## src/rtl/pkt_ptr_agen.sv

```systemverilog
module pkt_ptr_agen #(
  parameter int PAGES      = 4,
  parameter int PAGE_BYTES = 2048,
  localparam int PG_W  = $clog2(PAGES),
  localparam int OFF_W = $clog2(PAGE_BYTES),
  localparam int AW    = PG_W + OFF_W
) (
  input  logic            clk,
  input  logic            rst_n,
  input  logic            bus_wr,
  input  logic            bus_rd,
  input  logic [3:0]      bus_addr,
  input  logic [7:0]      bus_wdata,
  output logic [7:0]      bus_rdata,
  input  logic [PG_W-1:0] pkt_num,
  input  logic [PG_W-1:0] rxq_head,
  output logic            ram_en,
  output logic            ram_we,
  output logic [AW-1:0]   ram_addr,
  output logic [7:0]      ram_wdata,
  input  logic [7:0]      ram_rdata
);

  logic [15:0] ptr;
  logic        rd_ram_q;
  logic [7:0]  rd_reg_q;

  wire in_win = (bus_addr[3:2] == 2'b10);
  wire acc    = (bus_wr | bus_rd) & in_win;
  wire autoinc = ptr[14];
  wire [OFF_W-1:0] base = ptr[OFF_W-1:0];
  wire [OFF_W-1:0] off  = autoinc ? base : base + OFF_W'(bus_addr[1:0]);
  wire [PG_W-1:0]  page = ptr[15] ? rxq_head : pkt_num;

  assign ram_en    = acc;
  assign ram_we    = acc & bus_wr;
  assign ram_addr  = {page, off};
  assign ram_wdata = bus_wdata;
  assign bus_rdata = rd_ram_q ? ram_rdata : rd_reg_q;

  always_ff @(posedge clk) begin
    if (!rst_n) begin
      ptr <= '0;
    end else if (bus_wr && bus_addr == 4'd6) begin
      ptr[7:0] <= bus_wdata;
    end else if (bus_wr && bus_addr == 4'd7) begin
      ptr[15:8] <= bus_wdata;
    end else if (acc && autoinc) begin
      ptr[OFF_W-1:0] <= base + 1'b1;
    end
  end

  always_ff @(posedge clk) begin
    if (!rst_n) begin
      rd_ram_q <= 1'b0;
      rd_reg_q <= '0;
    end else begin
      rd_ram_q <= bus_rd & in_win & ~bus_wr;
      if (bus_rd && bus_addr == 4'd6)      rd_reg_q <= ptr[7:0];
      else if (bus_rd && bus_addr == 4'd7) rd_reg_q <= ptr[15:8] & 8'hF7;
      else                                 rd_reg_q <= '0;
    end
  end

endmodule

```

## config.mk

```make
export PLATFORM = sky130hd
export DESIGN_NAME = pkt_ptr_agen
export DESIGN_NICKNAME = d
export VERILOG_FILES = /design/src/rtl/pkt_ptr_agen.sv
export SDC_FILE = /design/constraint.sdc
export NUM_CORES = 1
export LEC_CHECK = 0
export ABC_CLOCK_PERIOD_IN_PS = 3300
export CORE_ASPECT_RATIO = 2
export CORE_MARGIN = 4
export CORE_UTILIZATION = 44
export DETAILED_ROUTE_END_ITERATION = 10
export GPL_ROUTABILITY_DRIVEN = 1
export PLACE_DENSITY = 0.8
export SETUP_SLACK_MARGIN = 0.02
export SLEW_MARGIN = 15
export SYNTH_ARGS = -nofsm -noshare
export SYNTH_HDL_FRONTEND = slang
export SYNTH_SLANG_ARGS = --single-unit
export TNS_END_PERCENT = 100
```

## constraint.sdc

```tcl
create_clock -name clk -period 3.3 [get_ports clk]
set_input_delay 0.99 -clock clk [delete_from_list [all_inputs] [get_ports clk]]
set_output_delay 0.99 -clock clk [all_outputs]
set_load 0.1 [all_outputs]
```

======== Word-level counts from Yosys, hierarchy flattened ========
Index checks and enable logic that the tools add are counted.
storage, ports and cells
  register bits ........................... 25
  input bits .............................. 28
  output and inout port bits .............. 31
cells by class
  add/sub/neg operators ................... 2
  equality and inequality tests ........... 4
  multiplexer cells ....................... 9
  bitwise logic cells ..................... 7
  reductions and logical operators ........ 10
operator list
  cell                                                                   number
  8-bit 2-to-1 mux                                                       5
  11-bit 2-to-1 mux                                                      2
  11-bit by 1-bit adder with 11-bit output, second input constant        1
  11-bit by 2-bit adder with 11-bit output                               1
  4-bit by 3-bit equality test with 1-bit output, second input constant  2
  2-bit AND reduction                                                    3
  1-bit logical AND                                                      5
  1-bit AND                                                              4
  2-bit nonzero test                                                     2
  3-bit 2-to-1 mux                                                       1
  2-bit equality test, second input constant                             1
  2-bit 2-to-1 mux                                                       1
  2-bit inequality test, second input constant                           1
  1-bit NOT                                                              2
  1-bit bitwise OR                                                       1

======== Logic depth before layout (Yosys ltp) ========
  word-level depth ........................ 6
  mapped depth ............................ 6

======== Worst setup path after synthesis ========
Ideal clock, no wire load.
  path kind ............................... input to output
  start ................................... in bus_addr[0]
  end ..................................... out ram_addr[10]
  arrival time ............................ 3302 ps
  data required time ...................... 2310 ps
  slack ................................... -992 ps
  cell stages on the path ................. 6
  buffers on the path ..................... 0
  path through ............................ ha_1 fa_1 nor2b_1 nand2b_1 nor2_1 xor2_1
on the way
  word-level cells in the longest chain between the ends .. 2
RTL lines
  what                                      RTL line  source
  start: declaration                        12        input logic [3:0] bus_addr,
  11-bit by 2-bit adder with 11-bit output  32        wire [OFF_W-1:0] off = autoinc ? base : base + OFF_W'(bus_addr[1:0]);
  11-bit 2-to-1 mux                         32
  end: declaration                          19        output logic [AW-1:0] ram_addr,
Every way passes these cells.

======== Worst setup path in the final report ========
  start ................................... in bus_addr[1]
  end ..................................... out ram_addr[6]
The elaborated chain is that of the path after synthesis.

==> impl_metrics.ini <==
[grt]
grt_pass1_vias = 1591
busiest_layer = met2
grt_max_degree = 25
antenna_found_initial = 0
grt.total_usage_pct = 21.04
met3_usage_pct = 3.120
grt.overflow.total = 0
met2_usage_pct = 38.83
met1_usage_pct = 20.00
grt_pass1_wl_um = 7452

[synthesis]
ys_seq_area_share_pct = 31.30
synth_flop_cell = dfxtp_1
synth.most_common_cell = dfxtp_1
async_reset_ff_share_pct = 0
yosys-top-cells-count = dfxtp_1 (24), nor2b_1 (13), xnor2_1 (13), a21oi_1 (12), mux2_2 (12)
yosys_warnings = 0
synthCells = 172
post-synth-top-area-fraction_pct = 31.30
netlist_top_cells_area = dfxtp_1 (31%), mux2_2 (8.8%), xnor2_1 (7.4%)
synth_area_sq_um = 1535
synth_edf_count = 0
synthDistinctLibCells = 34
synth_top_area_cell = dfxtp_1
synth.avg_cell_area_sq_um = 8.926
syn_nets = 204
yosys_register_bits = 24

[worst_setup_path]
cp.arrival_ns = 2.34
path_class = input port to output port
start_kind = input port
end_kind = output port
crit_fanout = 3
crit_required_ns = 2.31

[detailed_routing]
drtAntennaViolNets = 0
wl_um = 4504
vias = 1438
firstDrtPassIters = 4
drt_drc_violations_left = 0
routedWlPerCell_um = 17.73
first_iter_violations = 36
vias_per_cell = 5.661

[sta]
fmax_mhz = 300.7
rsz0062_at_grt = true
final.min_clock_period_ns = 3.326
report.final.slew_viol_count = 0
skew_ns = 0.002685
hold_viol_final = 0
tightestPinTransition_ns = 0.6239
slew_headroom_pct = 58.28
fin_crit_sh_pct = 100.8
setup_viol = 2
fin_ws_ns = -0.02552

[finish]
drive_gt1_share_pct = 37.84
seqCellArea_sq_um = 480.5
synthToLayoutAreaGrowth_pct = 79.95
antennaDiodeCount = 0
fin_area_sq_um = 2763
fin_nets = 255
stdcell_count = 254
fillers = 197
multiInputGateArea_sq_um = 1184
final_util_pct = 81.78

[die]
fp.dieH_um = 91.54
ioPinCount = 59
die_x_um = 49.77
core_sq_um = 3378
dieArea_sq_um = 4556
rows = 30
initial_core_util_pct = 45.44

[clock_tree]
cts_buffer_depth = 2
cts.sinks = 24
h-tree-depth = 1
clock_latency_ns = 0.27
root_buffer = clkbuf_8
clkTransAtPathRegs_ns = 0.08
cts_tree = yes
cts-buffers-inserted = 3

[pwr]
ir_worst_vdd_uv = 375.1
power_density_nw_per_um2 = 272.7
fin_total_pwr_w = 0.0007535
power.leakage_nw = 1.053

[outcome]
violations = negative setup slack
status = complete, but fails checks

[place]
gp_congestion = 0.9358
dp_slack_ns = -0.5347
place_hpwl_um = 3670
place_inst = 248
placed_area_sq_um = 2675
io_buffers = 58

[run]
drv_cap = 0

[hold_path]
hp-class = register to register
placed cells by master (no fill, tap or decap), types with 2 or more instances in the layout:
cell and n:
buf_12 32, clkdlybuf4s50_1 25, dfxtp_1 24, mux2_2 12
nor2b_1 12, o21ai_0 11, a21oi_1 11, xnor2_1 9
buf_4 8, a22oi_1 7, nor3_1 6, xor2_4 5
mux2i_1 5, nand2_1 4, xnor2_4 4, nor4_1 4
clkbuf_8 4, inv_1 3, nand3_1 2, nor2_4 2
nor2_1 2, nor2_2 2, nand4_1 2, o211ai_1 2
ha_4 2, buf_6 2
critical path, cell delays in order:
cell and delay [ns]:
buf_8 0.10, buf_4 0.13, fa_2 0.38, nor2b_4 0.16, nand2b_4 0.14, buf_12 0.12
xnor2_4 0.12, buf_12 0.19
what timing repair did:
action                                 4_1_cts  5_1_grt
setup buffers                                2        0
hold buffers                                 0        0
resized for setup                           14        1
setup endpoints to repair                   10        7
pin swaps                                    6        2
endpoints found under the hold margin        0        0
power breakdown:
part           switching, W  internal (W)
Clock             0.0000946      0.000107
Combinational      0.000146      0.000104
Sequential       0.00000907      0.000293
state kept, by name, indices dropped and copies added (netlist names):
name / count
ptr: 15
rd_ram_q: 1
rd_reg_q: 8
path summary, 6_finish.rpt:
kind	startpoint	to	slack, ns	cells past startpoint
worst max-delay path	bus_addr[1]	ram_addr[6]	-0.03	8
worst min-delay path	ptr[12]	ptr[12]	0.54	2
worst max register to register	ptr[1]	ptr[8]	1.55	5
worst min register to register	ptr[12]	ptr[12]	0.54	2
routing by layer:
metal / wire, um / share of wire (%)
met4: 238 / 5.3
met5: 0 / 0
met3: 277 / 6.2
met2: 2556 / 57
met1: 1432 / 32
final cells by class:
cell class / instances / area share (%)
Multi-Input combinational cell: 122 / 42.84
Clock buffer: 4 / 1.993
Sequential cell: 24 / 17.39
Timing Repair Buffer: 68 / 35.78
Tap cell: 32 / 1.449
Inverter: 4 / 0.5435
kinds of logic (layout without fill, tap and decap cells):
family                   Yosys count  count (layout)  share of synthesized area [%]
AO/OA/AOI/OAI                     32              32                          11.90
multiplexers                      17              17                          12.06
flip-flops                        24              24                          31.30
adder cells (fa/ha/maj)            4               4                          3.749
AND/OR/NAND/NOR                   50              50                          20.86
XOR/XNOR                          19              19                          10.84
buffers and inverters             26              76                          9.291
through the flow:
stage               hold WS [ns]  setup TNS [ns]
global placement          0.5071          -3.693
CTS                       0.5429         -0.1326
global route              0.5696         -0.2936
floorplan                 0.4861         -0.4928
detailed placement        0.5232          -4.156
finish                    0.5389        -0.03733
Note: power is estimated with default switching activity, not from simulation.
